$ cat src/rtl/txe_pkg.sv
package txe_pkg;
  localparam int WORD_W      = 16;
  localparam int FRAME_BITS  = WORD_W + 4;          // 3 sync + data + parity
  localparam int HALVES      = 2 * FRAME_BITS;      // half-bit slots per frame
  localparam int HIDX_W      = $clog2(HALVES);
  localparam int SYNC_HALVES = 6;
  localparam int WIN_OPEN    = 7;                   // 3.5 bit times
  localparam int WIN_CLOSE   = HALVES - 3;          // 18.5 bit times, exclusive

  typedef struct packed {
    logic [WORD_W-1:0] data;
    logic              cmd;
    logic              chan;
  } txe_word_t;

  typedef enum logic {ST_IDLE, ST_SEND} txe_state_t;
endpackage

$ cat src/rtl/txe_sequencer.sv
module txe_sequencer
  import txe_pkg::*;
#(
  parameter int HALF_CLKS = 4
) (
  input  logic              clk,
  input  logic              rst_n,
  input  logic              wr_en,
  input  logic              wr_addr,
  input  logic [WORD_W-1:0] wr_data,
  input  logic              chan_sel,
  input  logic              sync_cmd,
  output logic              busy,
  output logic [HIDX_W-1:0] hidx,
  output txe_word_t         cur,
  output logic              ready,
  output logic              hold_pending,
  output logic [1:0]        quiet
);
  localparam int CW = (HALF_CLKS > 1) ? $clog2(HALF_CLKS) : 1;

  txe_state_t        state_q, state_d;
  logic [CW-1:0]     cnt_q, cnt_d;
  logic [HIDX_W-1:0] hidx_q, hidx_d;
  txe_word_t         cur_q, cur_d, hold_q, new_word;
  logic              hold_v_q, hold_v_d;
  logic [1:0]        quiet_q;
  logic              half_end, word_end, in_win, data_wr, ctl_wr;
  logic              cur_en, hold_en;

  assign half_end = (cnt_q == CW'(HALF_CLKS - 1));
  assign word_end = half_end && (hidx_q == HIDX_W'(HALVES - 1));
  assign in_win   = (hidx_q >= HIDX_W'(WIN_OPEN)) && (hidx_q < HIDX_W'(WIN_CLOSE));
  assign data_wr  = wr_en && !wr_addr;
  assign ctl_wr   = wr_en && wr_addr;
  assign ready    = (state_q == ST_IDLE) || (in_win && !hold_v_q);
  assign new_word = '{data: wr_data, cmd: sync_cmd, chan: chan_sel};

  always_comb begin
    state_d  = state_q;
    cnt_d    = cnt_q;
    hidx_d   = hidx_q;
    cur_d    = cur_q;
    cur_en   = 1'b0;
    hold_en  = 1'b0;
    hold_v_d = hold_v_q;
    case (state_q)
      ST_IDLE: begin
        if (data_wr) begin
          state_d = ST_SEND;
          cnt_d   = '0;
          hidx_d  = '0;
          cur_d   = new_word;
          cur_en  = 1'b1;
        end
      end
      default: begin
        cnt_d = half_end ? '0 : cnt_q + CW'(1);
        if (half_end) hidx_d = hidx_q + HIDX_W'(1);
        if (data_wr && ready) begin
          hold_en  = 1'b1;
          hold_v_d = 1'b1;
        end
        if (word_end) begin
          hidx_d = '0;
          if (hold_v_q) begin
            cur_d    = hold_q;
            cur_en   = 1'b1;
            hold_v_d = 1'b0;
          end else begin
            state_d = ST_IDLE;
          end
        end
      end
    endcase
  end

  always_ff @(posedge clk or negedge rst_n) begin
    if (!rst_n) begin
      state_q  <= ST_IDLE;
      cnt_q    <= '0;
      hidx_q   <= '0;
      hold_v_q <= 1'b0;
      quiet_q  <= 2'b00;
      cur_q    <= '0;
      hold_q   <= '0;
    end else begin
      state_q  <= state_d;
      cnt_q    <= cnt_d;
      hidx_q   <= hidx_d;
      hold_v_q <= hold_v_d;
      if (ctl_wr)  quiet_q <= wr_data[1:0];
      if (cur_en)  cur_q   <= cur_d;
      if (hold_en) hold_q  <= new_word;
    end
  end

  assign busy         = (state_q == ST_SEND);
  assign hidx         = hidx_q;
  assign cur          = cur_q;
  assign hold_pending = hold_v_q;
  assign quiet        = quiet_q;
endmodule

$ cat src/rtl/txe_symbol_gen.sv
module txe_symbol_gen
  import txe_pkg::*;
(
  input  logic [HIDX_W-1:0] hidx,
  input  txe_word_t         cur,
  output logic              level
);
  logic [HIDX_W-1:0] off;
  logic [4:0]        pos;
  logic              bitv, first_half, early_sync;

  always_comb begin
    off        = hidx - HIDX_W'(SYNC_HALVES);
    pos        = off[5:1];
    first_half = !hidx[0];
    early_sync = (hidx < HIDX_W'(SYNC_HALVES / 2));
    bitv       = pos[4] ? ~^cur.data : cur.data[~pos[3:0]];
    if (hidx < HIDX_W'(SYNC_HALVES))
      level = cur.cmd ? early_sync : !early_sync;
    else
      level = first_half ? bitv : !bitv;
  end
endmodule

$ cat src/rtl/txe_line_drv.sv
module txe_line_drv #(
  parameter logic BUS_ID = 1'b0
) (
  input  logic clk,
  input  logic rst_n,
  input  logic busy,
  input  logic chan,
  input  logic quiet,
  input  logic level,
  output logic line_p,
  output logic line_n
);
  logic active, p_d, n_d, p_q, n_q;

  always_comb begin
    active = busy && (chan == BUS_ID) && !quiet;
    p_d    = active && level;
    n_d    = active && !level;
  end

  always_ff @(posedge clk or negedge rst_n) begin
    if (!rst_n) begin
      p_q <= 1'b0;
      n_q <= 1'b0;
    end else begin
      p_q <= p_d;
      n_q <= n_d;
    end
  end

  assign line_p = p_q;
  assign line_n = n_q;
endmodule

$ cat src/rtl/manch_tx_encoder.sv
module manch_tx_encoder
  import txe_pkg::*;
#(
  parameter int HALF_CLKS = 4
) (
  input  logic        clk,
  input  logic        rst_n,
  input  logic        wr_en,
  input  logic        wr_addr,
  input  logic [15:0] wr_data,
  input  logic        chan_sel,
  input  logic        sync_cmd,
  output logic [15:0] status,
  output logic        bus_a_p,
  output logic        bus_a_n,
  output logic        bus_b_p,
  output logic        bus_b_n
);
  logic [1:0]        rst_pipe;
  logic              rst_sync_n;
  logic              busy, ready, level, hold_pending;
  logic [HIDX_W-1:0] hidx;
  txe_word_t         cur;
  logic [1:0]        quiet, lp, ln;

  always_ff @(posedge clk or negedge rst_n) begin
    if (!rst_n) rst_pipe <= 2'b00;
    else        rst_pipe <= {rst_pipe[0], 1'b1};
  end
  assign rst_sync_n = rst_pipe[1];

  txe_sequencer #(.HALF_CLKS(HALF_CLKS)) u_seq (
    .clk(clk), .rst_n(rst_sync_n), .wr_en(wr_en), .wr_addr(wr_addr),
    .wr_data(wr_data), .chan_sel(chan_sel), .sync_cmd(sync_cmd),
    .busy(busy), .hidx(hidx), .cur(cur), .ready(ready),
    .hold_pending(hold_pending), .quiet(quiet)
  );

  txe_symbol_gen u_sym (.hidx(hidx), .cur(cur), .level(level));

  for (genvar g = 0; g < 2; g++) begin : g_bus
    txe_line_drv #(.BUS_ID(1'(g))) u_drv (
      .clk(clk), .rst_n(rst_sync_n), .busy(busy), .chan(cur.chan),
      .quiet(quiet[g]), .level(level), .line_p(lp[g]), .line_n(ln[g])
    );
  end

  assign bus_a_p = lp[0];
  assign bus_a_n = ln[0];
  assign bus_b_p = lp[1];
  assign bus_b_n = ln[1];
  assign status  = {ready, 13'd0, quiet};
endmodule

$ cat config.mk
export PLATFORM = sky130hd
export DESIGN_NAME = manch_tx_encoder
export DESIGN_NICKNAME = d
export VERILOG_FILES = /design/src/rtl/txe_pkg.sv /design/src/rtl/txe_sequencer.sv /design/src/rtl/txe_symbol_gen.sv /design/src/rtl/txe_line_drv.sv /design/src/rtl/manch_tx_encoder.sv
export SDC_FILE = /design/constraint.sdc
export NUM_CORES = 1
export LEC_CHECK = 0
export BUFFER_PORTS_ARGS = -buffer_cell sky130_fd_sc_hd__buf_2
export CORE_UTILIZATION = 35
export CTS_BUF_LIST = sky130_fd_sc_hd__clkbuf_8 sky130_fd_sc_hd__clkbuf_16
export DETAILED_ROUTE_END_ITERATION = 10
export PLACE_DENSITY = 0.52
export SETUP_SLACK_MARGIN = 0.15
export SYNTH_ARGS = -nofsm -noshare
export SYNTH_HDL_FRONTEND = slang
export SYNTH_SLANG_ARGS = --single-unit
$ cat constraint.sdc
create_clock -name clk -period 1.6 [get_ports clk]
set_input_delay 0.24 -clock clk [delete_from_list [all_inputs] [get_ports clk]]
set_output_delay 0.24 -clock clk [all_outputs]
set_load 0.01 [all_outputs]
## After elaboration in Yosys (flattened, before gate mapping)

Index checks and enable logic that the tools add are counted.
Widths: inputs -> output; s select.

| operators by class | value |
|---|---|
| divide/modulo/power cells | 0 |
| mux-type cells | 28 |
| reductions and logical operators | 26 |
| $mul | 0 |
| bitwise logic cells | 3 |
| eq/ne operators | 5 |
| magnitude comparators | 5 |
| shifts and indexed selects | 0 |
| $add $sub $neg | 3 |

Operators with widths:

| kind | count |
|---|---|
| $mux 18 | 4 |
| $mux 6 | 4 |
| $mux 1 | 16 |
| $reduce_xnor 16->1 | 1 |
| $logic_and 1x1->1 | 14 |
| $logic_not 1->1 | 7 |
| $add 6x1->6 const B | 1 |
| $eq 6x6->1 const B | 1 |
| $ge 6x3->1 const B | 1 |
| $lt 6x2->1 const B | 1 |
| $lt 6x3->1 const B | 1 |
| $lt 6x6->1 const B | 1 |
| $mux 2 | 3 |
| $sub 6x3->6 const B | 1 |
| $lt 4x5->1 const B | 1 |
| $bmux 1 s4 | 1 |
| $ne 2x2->1 const B | 2 |
| $not 4->4 | 1 |
| $reduce_and 4->1 | 1 |
| $ne 3x3->1 const B | 1 |
| $add 2x1->2 const B | 1 |
| $eq 2x2->1 const B | 1 |
| $not 1->1 | 2 |
| $reduce_and 2->1 | 1 |
| 2 further kinds | 2 |

| storage, ports and cells | value |
|---|---|
| memories kept | 0 |
| logic and storage cells | 86 |
| bits in latches | 0 |
| bits of input ports | 22 |
| bits in writable memories | 0 |
| output and inout port bits | 20 |
| ROM bits | 0 |
| bits in registers | 54 |

## Logic depth before layout (Yosys ltp)

Gate-level depths: netlist of run 1.

| logic depth | value |
|---|---|
| depth after elaboration | 10 |
| depth in mapped cells | 8 |
| mapped depth without buffers | 8 |

## By module

Synthesis of run 1 repeated with hierarchy kept, for this count alone.

| unflattened totals | value |
|---|---|
| cells, all modules | 254 |
| area total of the unflattened synthesis | 2917.8 sq um |

Modules (own cells, without submodules):

| module | area each (sq um) | cells each | sequential area each (sq um) | instances |
|---|---|---|---|---|
| txe_sequencer | 2190.9 | 185 | 1201.2 | 1 |
| txe_symbol_gen | 412.9 | 43 | 0.0 | 1 |
| manch_tx_encoder | 162.7 | 18 | 50.0 | 1 |
| txe_line_drv at g_bus[0].u_drv | 77.6 | 4 | 50.0 | 1 |
| txe_line_drv at g_bus[1].u_drv | 73.8 | 4 | 50.0 | 1 |

## Worst setup path before layout of run 1

No wires, ideal clock.

| timing | value |
|---|---|
| kind | flip-flop to flip-flop |
| from | register u_seq.hidx_q[0], in the netlist u_seq.hidx[0] |
| to | register u_seq.hold_q[10] in the netlist's numbering |
| setup slack | -0.592 ns |
| period minus slack after synthesis | 2.192 ns |
| data required time | 1.475 ns |
| path buffers | 2 |
| arrival | 2.067 ns |
| library setup time | 0.125 ns |
| stages on the path, launching flop included | 9 |
| path through | dfrtp_1 -> buf_4 -> inv_1 -> ha_1 -> nand2b_1 -> a31oi_1 -> nor4_4 -> buf_4 -> mux2_2 |

| between the ends | value |
|---|---|
| word-level cells in the longest chain between the ends | 7 |
| elaborated cells on any way between the ends | 8 |
| classes of those cells | order compare: 2; mux: 2; reduce/logical: 4 |

RTL lines:

| element | line | source |
|---|---|---|
| from (decl) | txe_sequencer.sv:24 | `logic [HIDX_W-1:0] hidx_q, hidx_d;` |
| from (signal assigned) | txe_sequencer.sv:90 | `hidx_q <= hidx_d;` |
| $ge 6x3->1 or $lt 6x6->1 (tied branches) | txe_sequencer.sv:33 | `assign in_win = (hidx_q >= HIDX_W'(WIN_OPEN)) && (hidx_q < HIDX_W'(WIN_CLOSE));` |
| $logic_and 1x1->1 (*) | txe_sequencer.sv:33 |  |
| $logic_and 1x1->1 (*) | txe_sequencer.sv:36 | `assign ready = (state_q == ST_IDLE) \|\| (in_win && !hold_v_q);` |
| $logic_or 1x1->1 (*) | txe_sequencer.sv:36 |  |
| $logic_and 1x1->1 (*) | txe_sequencer.sv:60 | `if (data_wr && ready) begin` |
| $mux 1 (*) | txe_sequencer.sv:60 |  |
| $mux 1 (*) | txe_sequencer.sv:47 | `case (state_q)` |
| to (signal assigned) | txe_sequencer.sv:94 | `if (hold_en) hold_q <= new_word;` |
| to (decl) | txe_sequencer.sv:25 | `txe_word_t cur_q, cur_d, hold_q, new_word;` |

Every way passes the cells marked *; elsewhere a longest branch is shown, timed or not.
A chain may end at the register's enable or synchronous reset.

## Worst setup path after layout of run 1

| timing | value |
|---|---|
| from | register u_seq.hidx_q[1], in the netlist u_seq.hidx[1] |
| to | register g_bus[0].u_drv.n_q |

| between the ends | value |
|---|---|
| word-level cells in the longest chain between the ends | 10 |
| elaborated cells on any way between the ends | 14 |
| classes of those cells | add/sub: 1; order compare: 2; mux: 6; bitwise: 1; reduce/logical: 4 |

RTL lines:

| element | line | source |
|---|---|---|
| $sub 6x3->6 | txe_symbol_gen.sv:13 | `off = hidx - HIDX_W'(SYNC_HALVES);` |
| $not 4->4 | txe_symbol_gen.sv:17 | `bitv = pos[4] ? ~^cur.data : cur.data[~pos[3:0]];` |
| $bmux 1 s4 | txe_symbol_gen.sv:17 |  |
| $mux 1 (implied by the code) | txe_symbol_gen.sv:17 |  |
| $mux 1 | txe_symbol_gen.sv:17 |  |
| $logic_not 1->1 | txe_symbol_gen.sv:21 | `level = first_half ? bitv : !bitv;` |
| $mux 1 | txe_symbol_gen.sv:21 |  |
| $mux 1 (*) | txe_symbol_gen.sv:18 | `if (hidx < HIDX_W'(SYNC_HALVES))` |
| $logic_not 1->1 (*) | txe_line_drv.sv:18 | `n_d = active && !level;` |
| $logic_and 1x1->1 (*) | txe_line_drv.sv:18 |  |
| via g_bus[0].u_drv.n_d | txe_line_drv.sv:13 | `logic active, p_d, n_d, p_q, n_q;` |
| to (signal assigned) | txe_line_drv.sv:27 | `n_q <= n_d;` |
| to (decl) | txe_line_drv.sv:13 |  |

The timed path passes the listed nets; every way through them passes the cells marked *. The select of a mux whose other input is x is not followed.

==> results of run 1 <==
## cell families after synthesis
family,count (synthesis),share of synthesized area (%)
compound gates,47,9.85
xor+xnor,20,6.23
fa+ha+maj,5,2.13
buf+inv,34,7.25
flops,54,46.1
mux,46,18.8
other cells,2,0.256
simple gates,60,9.42
## how the worst min path moves through the flow
stage | to | slack (ps)
4_1_cts | u_seq.hold_q[15]$_DFFE_PN0P_ | 160
5_1_grt | u_seq.hold_q[11]$_DFFE_PN0P_ | 160
3_3_place_gp | rst_pipe[0]$_DFF_PN0_ | 30
6_report | u_seq.hold_q[11]$_DFFE_PN0P_ | 170
3_5_place_dp | rst_pipe[0]$_DFF_PN0_ | 30
2_1_floorplan | rst_pipe[0]$_DFF_PN0_ | -60
## Yosys cell counts, types with 5 or more instances
master	count	area share, %
xnor2_1	16	4.8
nor2_1	7	0.90
nand2_1	37	4.7
mux2_2	21	8.1
clkbuf_1	6	0.77
a21oi_1	6	1.0
ha_1	5	2.1
dfrtp_1	54	46
inv_1	5	0.64
mux2i_1	21	7.2
buf_4	18	4.6
o21ai_0	29	4.9
## worst reg2reg max path, stage by stage (launching register included)
cell and delay [ps]:
dfrtp_2 500, ha_4 320, mux4_2 300, mux2_4 290, o211a_4 240, o21bai_4 170
xnor2_2 140, a21oi_1 80
## per-stage QoR
stage	instance area (um2)	util, %	TNS, ps	worst slack, ps	hold slack [ps]
4_1_cts	3890	47.5	-11040	-555	160
6_report	4160	50.9	-18740	-551	171
2_1_floorplan	3130	-	-10600	-549	-55.6
5_1_grt	4160	50.9	-22810	-668	158
3_5_place_dp	3480	42.5	-19900	-626	26.2
3_3_place_gp	3480	42.5	-17640	-516	25.3
## routing by layer
metal	wire [um]	up-vias	share of wire (%)
met5	0	-	0
li1	-	1054	-
met3	151	7	2.3
met4	80	0	1.2
met2	3230	34	48
met1	3220	1043	48
## state kept, by name, summed over array words and instances (netlist names)
register / count
g_bus.u_drv.line_n: 2
g_bus.u_drv.line_p: 2
rst_pipe: 2
u_seq.busy: 1
u_seq.cnt_q: 2
u_seq.cur: 18
u_seq.hidx: 6
u_seq.hold_pending: 1
u_seq.hold_q: 18
u_seq.quiet: 2
## power groups by stage
stage | sequential, uW | clock, uW | combinational (uW)
after CTS | 1450 | 972 | 307
after global routing | 1460 | 1010 | 350
after detailed placement | 1470 | 0 | 297
after global placement | 1470 | 0 | 292
after floorplan | 1490 | 0 | 204
final | 1450 | 926 | 314
## area by class of cell
type | count | area (um2)
clock buffers | 5 | 68.8
clock inverters | 3 | 45.0
fillers | 746 | 4010
inverters | 5 | 26.3
multi-input cells | 193 | 1780
flip-flops and latches | 54 | 1350
well taps | 105 | 131
repair buffers | 85 | 759
## what timing repair did
action,in CTS,in global routing
endpoints found under the setup margin,47,47
endpoints found under the hold margin,2,0
hold buffers,1,0
resized for setup,32,55
cloned,5,1
pin swaps,11,15
setup buffers,6,7
==> results by group, run 1 <==
Detailed routing
  – Via count: roughly 2,100
  – Number of detailed-route iterations in the first pass: 4
  – Avg WL per Cell: between 10 and 15 um
  – Drt via density: 4.75
  – DRT antenna net count: 0
  – Iter 0 DRT Violations: 100
  – DR DRC count: 0
  – Total Wirelength: between 6 and 7 mm

Clocking
  – H-tree Lvls: 2
  – TritonCTS clock tree: built
  – Num CTS Buffers: 5
  – CTS max path bufs: 2
  – Clock latency on the worst-skew pair: about 300 ps
  – CTS clock-pin slew for the worst setup and hold paths: roughly 100 ps
  – CTS Root Cell: clkbuf_8
  – Sinks on the clock net: 54

Timing
  – Final Hold Viols: 0
  – Tcrit/Tclk final: 134%
  – Peak Freq: 0.465 GHz
  – Clk_skew: 5.74 ps
  – # setup viols final: 47
  – RSZ-0062 raised after global routing: yes
  – Number of max-slew violations in the final report: 0
  – Fin crit period: about 2200 ps
  – Post-route setup slack: -551 ps

Worst setup path
  – Crit path max fanout: 6
  – Setup CP Type: flip-flop to flip-flop
  – CP top delay family: multiplexers
  – Flop-to-flop setup slack: -550 ps
  – Critical Path Sink: g_bus[0].u_drv.line_n$_DFF_PN0_
  – Slowest cell delay on critical path: 500 ps
  – R2R Path End: g_bus[0].u_drv.line_n$_DFF_PN0_
  – Worst path cell trace: ha_4, mux4_2, mux2_4, o211a_4, o21bai_4, xnor2_2, a21oi_1
  – CP Launch Point: u_seq.hidx[1]$_DFFE_PN0P_
  – Worst setup SP type: flip-flop
  – WP buf/inv: 0
  – Critical Path Slowest Stage Cell: dfrtp_2
  – CP required: ~1800 ps
  – CP Depth: 7
  – CP Capture Type: flip-flop
  – Crit path DAT: roughly 2400 ps
  – Cells on worst reg2reg path: 7
  – Reg2reg start: u_seq.hidx[1]$_DFFE_PN0P_

Power
  – Sw frac: about a quarter
  – PwrDens: around 650 mW/mm2
  – Leak: approximately 0.002 uW
  – Int Pwr: slightly above 2000 uW
  – Comb power frac: around an eighth
  – Power share of the sequential group: a little over half
  – Clock Power Share: 34.4%
  – Peak VDD IR: approximately 0.00036 V
  – Total Power: ~2700 uW
  – Switching pwr: between 600 and 700 uW

Place
  – DP Cell Count: ~420
  – Port buffer count: 28
  – Routability cong.: 0.796
  – Detailed-placement wirelength estimate: between 4 and 5 mm

Floorplan
  – Starting density of the core: a little over a third
  – CORE AREA: slightly above 0.008 mm2
  – Die Area: ~0.0088 mm2
  – I/O pins: 42
  – # rows: 33
  – Die height: between 90 and 100 um
  – Chip Width: 93.6 um

Hold path
  – Hold WC Path Type: input port to flip-flop
  – Worst Hold Launch: wr_data[9]
  – Hold-critical path depth: 2

Logic synthesis
  – Yosys cell types: 38
  – Post-synth ARST share: 100%
  – Synth Cell Area: approximately 0.0029 mm2
  – Synth Register Bits: 54
  – Syn Inst Count: ~270
  – Yosys warnings: 0
  – Post-synthesis sequential area ratio: a little under half
  – EDFF count, synth: 0
  – Mean area per synthesized cell: approximately 11 um2
  – Top FF cell, synth: dfrtp_1

GRT
  – M1 GR Usage: a little under a quarter
  – Vias in the first global route: slightly above 2,000
  – M3 GR Usage: ~2.4%
  – Initial antenna violation count: 0
  – M2 GR Usage: 26.1%
  – Largest net degree at the start of global routing: 34
  – Total track usage: between 15 and 20%
  – Most Crowded Layer GR: met2
  – Remaining global-route overflow: 0
  – First-pass GRT wire length: 10.7 mm

Status
  – Outcome: finished, violations left
  – Failing checks: negative setup slack

Run
  – Max_cap viols: 0

Layout
  – Layout cells sized above 1: around half
  – Post-Layout Cell Count: 450
  – Antenna Cells: 0
  – Final net count: 371
  – Most frequent cells in the layout: dfrtp_1, buf_4, buf_2, mux2i_1, nand2_1
  – Area grow syn2layout: 41.8%
  – Most common cell after layout, fill and taps aside: dfrtp_1
No activity file was read; power rests on OpenSTA's default activity.
==> run 2: changes to the inputs <==
SYNTH_HIERARCHICAL = 1   (was default)
==> results by group, run 2 <==
Place
  – Detailed-placement wirelength estimate: 4.08 mm (+0.72%)
  – Port buffer count: 28 (unchanged)
  – Routability cong.: 0.765 (-3.9%)
  – Dpl cell area: 0.00340 mm2 (-2.2%)

Detailed routing
  – Number of detailed-route iterations in the first pass: 4 (unchanged)
  – Drt via density: 4.75 (about the same)
  – DR DRC count: 0 (unchanged)
  – Iter 0 DRT Violations: 54 (-46%)
  – Total Wirelength: 5.75 mm (-14%)
  – Via count: 2,000 (-6.5%)
  – Avg WL per Cell: 13.7 um (-8.0%)
  – DRT antenna net count: 0 (unchanged)

Timing
  – Setup_tns: -20,480 ps (-1740 ps)
  – Number of max-slew violations in the final report: 0 (unchanged)
  – Post-route setup slack: -801 ps (-250 ps)
  – # setup viols final: 47 (unchanged)
  – Peak Freq: 0.416 GHz (-10%)
  – Fin crit period: 2400 ps (+250 ps)
  – RSZ-0062 raised after global routing: yes
  – Tcrit/Tclk final: 150% (+16 points)
  – Final Hold Viols: 0 (unchanged)
  – Worst hold margin: 144 ps (-26.9 ps)
  – Clk_skew: 5.43 ps (-0.319 ps)

Layout
  – Layout cells sized above 1: 36.7% (-14 points)
  – Area grow syn2layout: 23.0%
  – Storage element area: 0.00136 mm2 (about the same)
  – Antenna Cells: 0 (unchanged)
  – Fill count: 753 (+0.94%)
  – Final net count: 344 (-7.3%)
  – Most frequent cells in the layout: dfrtp_1, buf_4, buf_2, nor2_1
  – Area of the multi-input gates: 0.00146 mm2 (-18%)
  – Post-route cell area: 0.00359 mm2 (-14%)
  – Most common cell after layout, fill and taps aside: dfrtp_1

Worst setup path
  – CP Capture Type: flip-flop
  – Cells on worst reg2reg path: 6 (-1)
  – CP required: 1800 ps (about the same)
  – Reg2reg start: u_seq/hidx[1]$_DFFE_PN0P_
  – R2R Path End: g_bus[1].u_drv/line_n$_DFF_PN0_
  – Flop-to-flop setup slack: -800 ps (-250 ps)
  – Crit path DAT: 2600 ps (+250 ps)
  – Worst setup SP type: flip-flop
  – Crit path max fanout: 7 (+1)
  – CP Launch Point: u_seq/hidx[1]$_DFFE_PN0P_
  – Critical Path Sink: g_bus[1].u_drv/line_n$_DFF_PN0_
  – Setup CP Type: flip-flop to flip-flop

Logic synthesis
  – Top area cells in the synthesized netlist: dfrtp_1, mux2i_1, mux2_4, mux2_2, xnor2_1
  – Multiplexer area fraction after synthesis: 19.9% (+1.1 points)
  – Top FF cell, synth: dfrtp_1
  – Post-Synth Simple-Gate Area: 11.1% (+1.7 points)
  – Synth Cell Area: 0.00292 mm2 (-0.55%)
  – Post-synth top area cell: dfrtp_1
  – Post-synth ARST share: 100% (unchanged)
  – Mean area per synthesized cell: 11.5 um2 (+4.9%)
  – EDFF count, synth: 0 (unchanged)
  – Post-synthesis sequential area ratio: 46.3% (+0.26 points)
  – Syn Inst Count: 254 (-5.2%)
  – Most common cell in the netlist: dfrtp_1
  – Largest family of logic cells by synthesized area: multiplexers
  – Synth Area in Compound Gates: 8.36% (-1.5 points)
  – Synth Area in Adders: 1.72% (-0.42 points)
  – Top cell type's share of synthesized area: 46.3% (+0.26 points)
  – Synth cell count leaders: dfrtp_1, a21oi_1, nor2_1, mux2i_1, nand2_1
  – Yosys cell types: 44 (+16%)
  – Yosys warnings: 6 (+6)
  – Synth Register Bits: 54 (unchanged)
  – Synth Area in XOR/XNOR: 6.00% (-0.22 points)

Floorplan
  – CORE AREA: 0.00789 mm2 (-3.5%)
  – I/O pins: 42 (unchanged)
  – Die Area: 0.00871 mm2 (-0.54%)
  – # rows: 32 (-3.0%)
  – Chip Width: 93.3 um (-0.27%)
  – Die height: 93.3 um (-0.27%)
  – Starting density of the core: 37.0% (+1.1 points)

Clocking
  – Clock latency on the worst-skew pair: 310 ps (about the same)
  – CTS Root Cell: clkbuf_8
  – H-tree Lvls: 2 (unchanged)
  – Sinks on the clock net: 54 (unchanged)
  – CTS max path bufs: 2 (unchanged)
  – CTS clock-pin slew for the worst setup and hold paths: 100 ps (about the same)
  – TritonCTS clock tree: built
  – Num CTS Buffers: 5 (unchanged)

GRT
  – Remaining global-route overflow: 0 (unchanged)
  – Total track usage: 14.4% (-1.8 points)
  – Largest net degree at the start of global routing: 43 (+26%)
  – Vias in the first global route: 1,996 (-3.4%)
  – Initial antenna violation count: 0 (unchanged)
  – First-pass GRT wire length: 9.74 mm (-9.0%)

Status
  – Failing checks: negative setup slack
  – Outcome: finished, violations left

Power
  – PwrDens: 800 mW/mm2 (+24%)
  – Leak: 0.00173 uW (-14%)
  – Peak VDD IR: 0.000468 V (+32%)

Hold path
  – Hold WC Path Type: flip-flop to async pin

Run
  – Max_cap viols: 0 (unchanged)
==> run 2: cell types whose count changed in the layout (fill, tap and decap cells not counted), moves of 4 or more <==
cell / before / now
nand2_2: 11 / 0
nor2_4: 4 / 0
o21ai_2: 12 / 0
mux4_2: 1 / 5
o21ai_1: 15 / 2
nor2_1: 2 / 20
mux2_4: 19 / 10
nand2_1: 20 / 16
nand2_4: 6 / 0
nand3_1: 0 / 6
a21oi_1: 3 / 19
buf_6: 11 / 3
mux2_2: 2 / 11
==> run 2: critical path: stages (launching register included) <==
cell,delay (ps)
dfrtp_2,500
ha_4,320
mux4_2,280
mux4_2,500
or3_1,320
nand4_1,130
and4bb_2,240
==> run 2: kinds of logic (layout without fill, tap and decap cells) <==
family / Yosys count / in the layout
other cells: 2 / 14
mux: 45 / 45
flops: 54 / 54
compound gates: 38 / 38
xor+xnor: 20 / 20
fa+ha+maj: 4 / 4
simple gates: 63 / 63
buf+inv: 28 / 81
==> run 2: stage by stage <==
stage / cells / total power [uW] / util, % / worst slack, ps
final: 421 / 2870 / 45.5 / -801
after global routing: 421 / 3010 / 45.5 / -866
after CTS: 421 / 2920 / 45.5 / -822
after detailed placement: 408 / 1940 / 43.1 / -816
after global placement: 408 / 1930 / 43.1 / -767
after floorplan: 266 / 1800 / - / -697
==> run 2: what timing repair did <==
action / 4_1_cts / 5_1_grt
gates resized for setup: 5 / 1
hold endpoints to repair: 2 / 0
endpoints found under the setup margin: 47 / 47
pin swaps: 5 / 4
hold buffers: 1 / 0
setup buffers: 3 / 0
cloned: 1 / 0
==> run 2: final cells by class <==
| cell class | instances | share of cell area [%] |
|---|---|---|
| multi-input cells | 184 | 40.7 |
| flip-flops and latches | 54 | 37.8 |
| repair buffers | 69 | 14.5 |
| well taps | 102 | 3.56 |
| clock buffers | 5 | 1.92 |
| clock inverters | 3 | 1.22 |
| inverters | 4 | 0.418 |
==> run 2: layer usage <==
| layer | wire [um] | track usage (%) |
|---|---|---|
| met1 | 2810 | 20.0 |
| met2 | 2610 | 22.5 |
| met3 | 231 | 3.01 |
| met4 | 91 | 4.74 |
| met5 | 0 | 0 |
==> run 2: worst min path at each step <==
stage / from / end / depth (start not counted)
finish: rst_pipe[1]$_DFF_PN0_ / u_seq/hold_q[0]$_DFFE_PN0P_ / 0
CTS: wr_data[6] / u_seq/hold_q[8]$_DFFE_PN0P_ / 2
global placement: rst_n / rst_pipe[0]$_DFF_PN0_ / 1
global route: wr_data[2] / u_seq/hold_q[4]$_DFFE_PN0P_ / 2
detailed placement: rst_n / rst_pipe[0]$_DFF_PN0_ / 1
floorplan: rst_n / rst_pipe[0]$_DFF_PN0_ / 0
==> run 2: report_power, final <==
| group | internal (uW) | switching, uW | total, uW |
|---|---|---|---|
| sequential | 1440 | 44.7 | 1480 |
| clock | 470 | 464 | 934 |
| combinational | 247 | 204 | 452 |
| total | 2160 | 713 | 2870 |
